--- src/rtl/irq_router_pkg.sv ---
package irq_router_pkg;
  localparam int PIN_CNT  = 4;
  localparam int LINE_CNT = 4;
  localparam int SLOT_W   = 5;

  typedef enum logic [1:0] {
    MAP_ASSUME = 2'd0,
    MAP_LEGACY = 2'd1,
    MAP_FIXED  = 2'd2
  } map_mode_e;
endpackage

--- src/rtl/irq_map_mode.sv ---
module irq_map_mode
  import irq_router_pkg::*;
#(
  parameter int          ADDR_W     = 24,
  parameter int          DATA_W     = 32,
  parameter logic [7:0]  LINE_OFS   = 8'h3C,
  parameter int unsigned LEGACY_VAL = 27
) (
  input  logic              clk_i,
  input  logic              rst_ni,
  input  logic              variant_i,
  input  logic              cfg_wr_i,
  input  logic [ADDR_W-1:0] cfg_addr_i,
  input  logic [DATA_W-1:0] cfg_wdata_i,
  output map_mode_e         mode_o
);
  localparam logic [DATA_W-1:0] LegacyWord = DATA_W'(LEGACY_VAL);

  logic [SLOT_W-1:0] wr_slot;
  logic              hit_line;
  logic              slot_ok;
  logic              snoop;
  map_mode_e         mode_q, mode_d;

  assign wr_slot  = cfg_addr_i[15:11];
  assign hit_line = (cfg_addr_i[7:0] == LINE_OFS);
  // slots 2 mod 4 route identically under both mappings
  assign slot_ok  = (wr_slot[1:0] != 2'd2);
  assign snoop    = cfg_wr_i && !variant_i && hit_line && slot_ok;

  always_comb begin
    mode_d = mode_q;
    if (mode_q == MAP_ASSUME && snoop) begin
      mode_d = (cfg_wdata_i == LegacyWord) ? MAP_LEGACY : MAP_FIXED;
    end
  end

  always_ff @(posedge clk_i or negedge rst_ni) begin
    if (!rst_ni) mode_q <= MAP_ASSUME;
    else         mode_q <= mode_d;
  end

  assign mode_o = mode_q;
endmodule

--- src/rtl/irq_pin_route.sv ---
module irq_pin_route
  import irq_router_pkg::*;
#(
  parameter int unsigned ROT_BASE = 2,
  parameter int unsigned ROT_ALT  = 3
) (
  input  logic [SLOT_W-1:0]   slot_i,
  input  logic                variant_i,
  input  map_mode_e           mode_i,
  input  logic [PIN_CNT-1:0]  pins_i,
  output logic [LINE_CNT-1:0] hits_o
);
  logic       direct;
  logic [1:0] rot;

  assign direct = (mode_i == MAP_LEGACY) && !variant_i;
  assign rot    = variant_i ? 2'(ROT_ALT) : 2'(ROT_BASE);

  logic [1:0] idx [PIN_CNT];

  for (genvar p = 0; p < PIN_CNT; p++) begin : g_pin
    assign idx[p] = direct ? 2'(p) : (slot_i[1:0] + 2'(p) + rot);
  end

  always_comb begin
    hits_o = '0;
    for (int p = 0; p < PIN_CNT; p++) begin
      if (pins_i[p]) hits_o[idx[p]] = 1'b1;
    end
  end
endmodule

--- src/rtl/irq_line_merge.sv ---
module irq_line_merge
  import irq_router_pkg::*;
#(
  parameter int NUM_DEV = 4
) (
  input  logic [NUM_DEV*LINE_CNT-1:0] hits_i,
  output logic [LINE_CNT-1:0]         lines_o
);
  always_comb begin
    lines_o = '0;
    for (int d = 0; d < NUM_DEV; d++) begin
      lines_o |= hits_i[d*LINE_CNT +: LINE_CNT];
    end
  end
endmodule

--- src/rtl/irq_router.sv ---
module irq_router
  import irq_router_pkg::*;
#(
  parameter int          NUM_DEV    = 4,
  parameter int          ADDR_W     = 24,
  parameter int          DATA_W     = 32,
  parameter logic [7:0]  LINE_OFS   = 8'h3C,
  parameter int unsigned LEGACY_VAL = 27,
  parameter int unsigned ROT_BASE   = 2,
  parameter int unsigned ROT_ALT    = 3
) (
  input  logic                       clk_i,
  input  logic                       rst_ni,
  input  logic                       variant_i,
  input  logic [NUM_DEV*SLOT_W-1:0]  dev_slot_i,
  input  logic [NUM_DEV*PIN_CNT-1:0] dev_irq_i,
  input  logic                       cfg_wr_i,
  input  logic [ADDR_W-1:0]          cfg_addr_i,
  input  logic [DATA_W-1:0]          cfg_wdata_i,
  output logic [LINE_CNT-1:0]        irq_o
);
  localparam int HitW = NUM_DEV * LINE_CNT;

  map_mode_e       mode_q;
  logic [HitW-1:0] hits;

  irq_map_mode #(
    .ADDR_W    (ADDR_W),
    .DATA_W    (DATA_W),
    .LINE_OFS  (LINE_OFS),
    .LEGACY_VAL(LEGACY_VAL)
  ) u_mode (
    .clk_i      (clk_i),
    .rst_ni     (rst_ni),
    .variant_i  (variant_i),
    .cfg_wr_i   (cfg_wr_i),
    .cfg_addr_i (cfg_addr_i),
    .cfg_wdata_i(cfg_wdata_i),
    .mode_o     (mode_q)
  );

  for (genvar d = 0; d < NUM_DEV; d++) begin : g_dev
    irq_pin_route #(
      .ROT_BASE(ROT_BASE),
      .ROT_ALT (ROT_ALT)
    ) u_route (
      .slot_i   (dev_slot_i[d*SLOT_W +: SLOT_W]),
      .variant_i(variant_i),
      .mode_i   (mode_q),
      .pins_i   (dev_irq_i[d*PIN_CNT +: PIN_CNT]),
      .hits_o   (hits[d*LINE_CNT +: LINE_CNT])
    );
  end

  irq_line_merge #(
    .NUM_DEV(NUM_DEV)
  ) u_merge (
    .hits_i (hits),
    .lines_o(irq_o)
  );
endmodule

--- config.mk ---
export PLATFORM = sky130hd
export DESIGN_NAME = irq_router
export DESIGN_NICKNAME = d
export VERILOG_FILES = /design/src/rtl/irq_router_pkg.sv /design/src/rtl/irq_map_mode.sv /design/src/rtl/irq_pin_route.sv /design/src/rtl/irq_line_merge.sv /design/src/rtl/irq_router.sv
export SDC_FILE = /design/constraint.sdc
export NUM_CORES = 1
export LEC_CHECK = 0
export CORE_MARGIN = 1.5
export CORE_UTILIZATION = 33
export CTS_CLUSTER_DIAMETER = 30
export DETAILED_ROUTE_END_ITERATION = 6
export MAX_ROUTING_LAYER = met4
export PLACE_DENSITY = 0.87
export SLEW_MARGIN = 20
export SYNTH_ARGS = -nofsm -noshare
export SYNTH_HDL_FRONTEND = slang
export SYNTH_SLANG_ARGS = --single-unit
--- constraint.sdc ---
create_clock -name clk_i -period 5.3 [get_ports clk_i]
set_input_delay 1.06 -clock clk_i [delete_from_list [all_inputs] [get_ports clk_i]]
set_output_delay 1.06 -clock clk_i [all_outputs]
set_load 0.02 [all_outputs]
==> results.md, run 1 <==
- IO buf count: 73
- Final worst setup slack: 0.228 ns
- Full die area: 3550 um^2
- Unique masters post-synth: 51
- Clock slew seen by the registers of the worst setup and hold paths: 0.03 ns
- Combinational power share: 77.6%
- Cell Int Power: 135 uW
- Max FFs per register: 2
- Crit Path Class: input port to primary output
- Synth area leaders: ha_1 9.5%, nand2_1 9.2%, dfrtp_1 4.7%
- Post-route insts no fill: 269
- Unrepaired setup endpoints after global routing: false
- Crit. End Element: primary output
- Slew headroom: 67.8%
- Largest net degree at the start of global routing: 14
- R2R setup slack: 4.24 ns
- Pwr Density: 118 nW/um^2
- Clock Skew: 0.000440 ns
- IO Pins: 100
- Syn Inst Count: 149
- Fin Setup TNS: 0 ns
- Leakage power: 0.000736 uW
- Initial antenna violation count: 0
- Vias in the first global route: 1481
- Top cell type's share of synthesized area: 9.48%
- Ys Warns: 0
- WP data required: 4.24 ns
- # fillers: 293
- Post-layout min period: 5.07 ns
- Setup violators final: 0
- H-tree depth: 1
- Worst hold start: u_mode.mode_o[0]
- Count of final hold-check violations: 0
- Flop pwr share: 7.3%
- Area growth syn-to-layout: 77.4%
- FF-to-FF End: u_mode.mode_o[1]
- Combined area of the multi-input logic cells: 955 um^2
- Peak fanout along the critical path: 8
- Drt total wl: 3760 um
- Worst Path Arrival: 4.01 ns
- Outcome: complete, no violations
- Reg2reg start: u_mode.mode_o[1]
- Number of diodes: 0
- Worst r2r path cells: 4
- Min-Delay Endpoint: u_mode.mode_o[0]
- Final antenna-violating net count: 0
- Starting DRT DRC Count: 94
- Place WS: 0.220 ns
- Placed Cells incl. Taps: 266
- Clock sink total: 2
- Post-Syn Area: 1060 um^2
- First-pass GRT wire length: 6160 um
- Inserted Clock Buffers: 3
- Post-synthesis cell type with the largest combined area: ha_1
- Syn_area_per_cell: 7.09 um^2
- Post-DP HPWL: 3230 um
- Synthesized Nets: 253
- Clk Tree Root Cell: clkbuf_4
- CTS tree: done
- Register area: 50.0 um^2
- Async SR Flop Fraction: 100%
- Total grt overflow: 0
- Vias post-DR: 1530
- Worst slew pin tran: 0.481 ns
- Clk Latency, worst-skew pair: 0.22 ns
- Pins Over Slew Limit: 0
- Detailed Routing Iterations Pass 1: 4
- Cts hold-fix bufs: 0
- Post-CTS Setup Inserts: 0
- Nets: 331
- Startpoint types: input port
- Final Cycle Share: 95.7%
- Chip Width: 59.6 um
- Min-delay worst type: flop to flop
- Hold WS: 0.512 ns
- Post-CTS Resized: 0
- GRT Total Usage: 23.2%
- Net Switching: 85.5 uW
- Maximum VDD drop: 0.0810 mV
- Share of cells above drive strength 1: 6.67%
- Top_reg_cell synth: dfrtp_1
- Fmax: 0.197 GHz
- WL/cell: 14.0 um
- Clk pwr share: 15.1%
- Starting Density: 34.6%
- Die H: 59.6 um
- Synth Register Bits: 2
- Sequential share of the synthesized area: 4.74%
- Vias per cell: 5.69
- Core area: 3050 um^2
- Switching fraction of total power: 38.8%
- MaxCap Viol Count: 0
- Hold Path Stages: 1
- Placer Congestion: 1.01
- DRC Markers: 0
- Largest buffer count on any clock path: 2
- EDFF count, synth: 0
- Std-Cell Rows: 20
synthesized netlist by cell type (all sizes together) (2+ instances only):
cell type  number
a31oi           4
a2111oi         2
o21ai           4
mux2i           4
nor2            7
inv            10
nand2          26
nor3b           5
and4b           2
dfrtp           2
xor2            4
o221ai          2
o22ai           4
a21oi           3
nor4            8
nor2b           2
or4             2
ha              8
xnor2           6
nor3            5
nand3           7
o211ai          2
clkbuf          2
a32oi           3
o32ai           3
nand2b          3
through the flow:
step                      power (uW)  instance area [um^2]  util, %
after CTS                        220                  1870     61.4
after global placement           184                  1850     60.6
after detailed placement         185                  1850     60.6
after floorplan                 98.6                  1060        -
final                            220                  1870     61.4
after global routing             240                  1870     61.4
layout make-up:
class,count,share of cell area [%]
Multi-Input combinational cell,134,51.0
Inverter,10,2.00
Clock buffer,3,1.20
Timing Repair Buffer,76,40.2
Tap cell,44,2.94
Sequential cell,2,2.67
power by group through the flow:
| stage | Clock (uW) | Combinational [uW] | Sequential, uW |
|---|---|---|---|
| floorplan | 0 | 82.5 | 16.1 |
| global placement | 0 | 168 | 16.1 |
| detailed placement | 0 | 169 | 16.2 |
| CTS | 34.7 | 170 | 16.0 |
| global route | 38.3 | 185 | 16.1 |
| finish | 33.3 | 171 | 16.0 |
critical path: stages:
cell	delay, ns
clkdlybuf4s50_1	0.56
inv_1	0.15
ha_1	0.26
xnor2_2	0.37
o32ai_1	0.20
a2111oi_2	0.27
a31oi_1	0.15
or4_1	0.43
clkdlybuf4s50_1	0.55
cells by family after synthesis:
group / share of synthesized area [%]
XOR/XNOR: 11.8
buffers and inverters: 4.86
multiplexers: 4.86
AND/OR/NAND/NOR: 38.9
flip-flops: 4.74
AO/OA/AOI/OAI: 25.4
adder cells (fa/ha/maj): 9.48
metal layers:
metal / global-route usage, % / share of wire (%) / vias to the layer above
met5: - / 0 / -
met4: 9.21 / 2.9 / 0
met3: 1.75 / 9.4 / 15
met2: 42.7 / 51 / 113
met1: 25.6 / 37 / 673
li1: - / - / 729
cell usage in the layout, fill, tap and decap left out, drive strengths merged, types with 5 or more instances in the layout:
cell            n
clkdlybuf4s50  73
inv            10
xnor2           6
nand3           7
nor2            7
nand2          26
nor3b           5
nor4            8
ha              8
nor3            5
worst max-delay path by stage:
stage,from,endpoint,cells past startpoint
2_1_floorplan,variant_i,irq_o[2],7
3_3_place_gp,variant_i,irq_o[2],9
3_5_place_dp,variant_i,irq_o[2],9
4_1_cts,variant_i,irq_o[2],9
5_1_grt,variant_i,irq_o[2],9
6_report,variant_i,irq_o[2],9
(Power assumes the default switching activity.)
==> run 2, diff against run 1 <==
--- a/config.mk
+++ b/config.mk
@@ -5,6 +5,7 @@
 export SDC_FILE = /design/constraint.sdc
 export NUM_CORES = 1
 export LEC_CHECK = 0
+export CAP_MARGIN = 20
 export CORE_MARGIN = 1.5
 export CORE_UTILIZATION = 33
 export CTS_CLUSTER_DIAMETER = 30
==> results of run 2 <==
No change in the layout: final DEF, timing and power equal those of run 1.
==> run 3, diff against run 2 <==
--- a/config.mk
+++ b/config.mk
@@ -6,13 +6,13 @@
 export NUM_CORES = 1
 export LEC_CHECK = 0
 export CAP_MARGIN = 20
-export CORE_MARGIN = 1.5
-export CORE_UTILIZATION = 33
+export CORE_UTILIZATION = 42
 export CTS_CLUSTER_DIAMETER = 30
 export DETAILED_ROUTE_END_ITERATION = 6
 export MAX_ROUTING_LAYER = met4
-export PLACE_DENSITY = 0.87
+export PLACE_DENSITY = 0.88
 export SLEW_MARGIN = 20
 export SYNTH_ARGS = -nofsm -noshare
 export SYNTH_HDL_FRONTEND = slang
+export SYNTH_HIERARCHICAL = 1
 export SYNTH_SLANG_ARGS = --single-unit
==> results.md, run 3 <==
- Top cell type's share of synthesized area: 7.03% (was 9.48%)
- Post-CTS Setup Inserts: 0 (unchanged)
- Worst Path Arrival: 3.95 ns (was 4.01 ns)
- Combined area of the multi-input logic cells: 1450 um^2 (was 955 um^2)
- Chip Width: 65.8 um (was 59.6 um)
- Crit Path Class: input port to primary output (unchanged)
- Crit path max-delay family: buffers and inverters (unchanged)
- Outcome: complete, no violations (unchanged)
- CP startpoint: variant_i (unchanged)
- Share of cells above drive strength 1: 11.5% (was 6.67%)
- Largest buffer count on any clock path: 2 (unchanged)
- Total grt overflow: 0 (unchanged)
- Reg2reg start: u_mode/mode_o[1] (was u_mode.mode_o[1])
- CTS tree: done (unchanged)
- Most frequent cells after synthesis: 21 x nor2_1, 13 x nand2_1, 12 x inv_1, 12 x mux2i_1, 12 x o21ai_0 (was 26 x nand2_1, 10 x inv_1, 8 x ha_1, 8 x nor4_1, 7 x nand3_1)
- Drt total wl: 4440 um (was 3760 um)
- Vias per cell: 5.82 (was 5.69)
- Unrepaired setup endpoints after global routing: false (unchanged)
- Max FFs per register: 2 (unchanged)
- Synthesized Nets: 324 (was 253)
- Fmax: 0.200 GHz (was 0.197 GHz)
- Nets: 394 (was 331)
- Crit-path most repeated cell: clkdlybuf4s50_1 (unchanged)
- Vias in the first global route: 1736 (was 1481)
- Commonest non-fill, non-tap cell in the layout: clkdlybuf4s50_1 (unchanged)
- Ys Warns: 6 (was 0)
- Final Cycle Share: 94.4% (was 95.7%)
- IO buf count: 73 (unchanged)
- Pwr Density: 116 nW/um^2 (was 118 nW/um^2)
- Post-synthesis cell type with the largest combined area: mux2i_1 (was ha_1)
- Setup violators final: 0 (unchanged)
- IO Pins: 100 (unchanged)
- # fillers: 338 (was 293)
- Async SR Flop Fraction: 100% (unchanged)
- Sequential share of the synthesized area: 2.93% (was 4.74%)
- Number of diodes: 0 (unchanged)
- Peak fanout along the critical path: 10 (was 8)
- WL/cell: 13.2 um (was 14.0 um)
- EDFF count, synth: 0 (unchanged)
- DRC Markers: 0 (unchanged)
- CP peak stage delay: 0.55 ns (was 0.56 ns)
- Clock sink total: 2 (unchanged)
- Leakage power: 0.000929 uW (was 0.000736 uW)
- Syn_area_per_cell: 7.76 um^2 (was 7.09 um^2)
- Clock slew seen by the registers of the worst setup and hold paths: 0.03 ns (about the same)
- Post-Syn Area: 1710 um^2 (was 1060 um^2)
- Levels on crit path: 11 (was 9)
- Post-DP HPWL: 3640 um (was 3230 um)
- Inserted Clock Buffers: 3 (unchanged)
- Post-CTS Resized: 0 (unchanged)
- Cts hold-fix bufs: 0 (unchanged)
- Count of final hold-check violations: 0 (unchanged)
- Unique masters post-synth: 58 (was 51)
- Syn Inst Count: 220 (was 149)
- Register area: 50.0 um^2 (unchanged)
- Std-Cell Rows: 22 (was 20)
- Top_reg_cell synth: dfrtp_1 (unchanged)
- CP Buf/Inv Count: 5 (was 3)
- Area growth syn-to-layout: 45.0% (was 77.4%)
- Crit. End Element: primary output (unchanged)
- Slew headroom: 69.1% (was 67.8%)
- Synth area leaders: mux2i_1 7.0%, ha_1 5.9%, xnor2_4 4.8% (was ha_1 9.5%, nand2_1 9.2%, dfrtp_1 4.7%)
- Maximum VDD drop: 0.108 mV (was 0.0810 mV)
- Core area: 3770 um^2 (was 3050 um^2)
- Clock Skew: 0.000470 ns (was 0.000440 ns)
- Final antenna-violating net count: 0 (unchanged)
- Starting DRT DRC Count: 148 (was 94)
- Total Power: 287 uW (was 220 uW)
- Placer Congestion: 0.856 (was 1.01)
- R2R setup slack: 3.77 ns (was 4.24 ns)
- Hold Path Stages: 2 (was 1)
- Most common cell in the netlist: nor2_1 (was nand2_1)
- Startpoint types: input port (unchanged)
- Die H: 65.8 um (was 59.6 um)
- Min-delay worst type: flop to flop (unchanged)
- Crit-path slowest cell: clkdlybuf4s50_1 (unchanged)
- Clk Latency, worst-skew pair: 0.22 ns (about the same)
- Vias post-DR: 1954 (was 1530)
- Starting Density: 45.3% (was 34.6%)
- Full die area: 4330 um^2 (was 3550 um^2)
- Initial antenna violation count: 0 (unchanged)
- Synth Register Bits: 2 (unchanged)
- WP data required: 4.24 ns (about the same)
- Most frequent cells in the layout: 73 x clkdlybuf4s50_1, 21 x nor2_1, 13 x nand2_1 (was 73 x clkdlybuf4s50_1, 26 x nand2_1, 10 x inv_1)
- Worst r2r path cells: 3 (was 4)
- Fin Setup TNS: 0 ns (unchanged)
- Worst slew pin tran: 0.462 ns (was 0.481 ns)
- MaxCap Viol Count: 0 (unchanged)
- Worst hold start: u_mode/mode_o[0] (was u_mode.mode_o[0])
- Largest net degree at the start of global routing: 13 (was 14)
- H-tree depth: 1 (unchanged)
- Detailed Routing Iterations Pass 1: 4 (unchanged)
- First-pass GRT wire length: 7460 um (was 6160 um)
- Critical Path, Cell by Cell: clkdlybuf4s50_1 -> buf_12 -> inv_1 -> ha_1 -> buf_4 -> nand2b_1 -> o21ai_0 -> a21oi_1 -> o211ai_1 -> or4_1 -> clkdlybuf4s50_1 (was clkdlybuf4s50_1 -> inv_1 -> ha_1 -> xnor2_2 -> o32ai_1 -> a2111oi_2 -> a31oi_1 -> or4_1 -> clkdlybuf4s50_1)
- Post-layout min period: 5.01 ns (was 5.07 ns)
- GRT Total Usage: 22.0% (was 23.2%)
- Clk Tree Root Cell: clkbuf_8 (was clkbuf_4)
- Pins Over Slew Limit: 0 (unchanged)
- Hold WS: 0.596 ns (was 0.512 ns)
-- run 3: cell types whose count changed after synthesis, moves of 6 or more --
cell / delta
nor2_1: +15
nand2_1: -13
buf_4: +9
mux2i_1: +8
o21ai_0: +8
buf_6: +7
a21oi_1: +6
nand3_1: -6
nand3b_1: +6
-- run 3: cell families after synthesis --
| group | after synthesis | synth area share, % |
|---|---|---|
| mux | 15 | 9.45 |
| compound gates | 70 | 30.9 |
| xor+xnor | 8 | 8.28 |
| buf+inv | 32 | 12.4 |
| flops | 2 | 2.93 |
| simple gates | 85 | 30.2 |
| fa+ha+maj | 8 | 5.86 |
-- run 3: worst paths after layout --
| check | end |
|---|---|
| hold / removal | u_mode/mode_o[0] |
| setup reg to reg | u_mode/mode_o[0] |
| setup / recovery | irq_o[3] |
| max in group asynchronous | u_mode/mode_o[1] |
| hold reg to reg | u_mode/mode_o[0] |
| min in group asynchronous | u_mode/mode_o[0] |
-- run 3: cell type report --
cell class / count / area share (%)
clock buffers: 3 / 1.67
well taps: 48 / 2.43
flip-flops and latches: 2 / 2.02
repair buffers: 85 / 33.7
multi-input cells: 186 / 58.4
inverters: 12 / 1.82
-- run 3: worst reg2reg max path, stage by stage (launching register included) --
cell       delay [ns]
dfrtp_1          0.50
nor4b_2          0.34
o2111ai_1        0.21
o41ai_2          0.37
-- run 3: metrics by stage --
step,cell area (um^2),instances,utilization [%],setup slack [ns]
final,2480,336,65.7,0.295
after global routing,2480,336,65.7,0.146
after CTS,2480,336,65.7,0.292
after detailed placement,2430,333,64.6,0.296
after global placement,2430,333,64.6,0.319
after floorplan,1710,220,-,1.57
-- run 3: where the power goes --
group	switching [uW]	internal, uW	total, uW	leakage [uW]
clock	14.2	48.2	62.5	0.0000216
sequential	0.0209	15.4	15.4	0.0000227
combinational	92.0	117	209	0.000885
-- run 3: metal layers --
layer,track usage (%),part of all wire (%),vias up
li1,-,-,977
met1,27.1,43,895
met2,39.2,50,80
met3,1.90,6.5,2
met4,4.08,0.43,0
met5,-,0,-
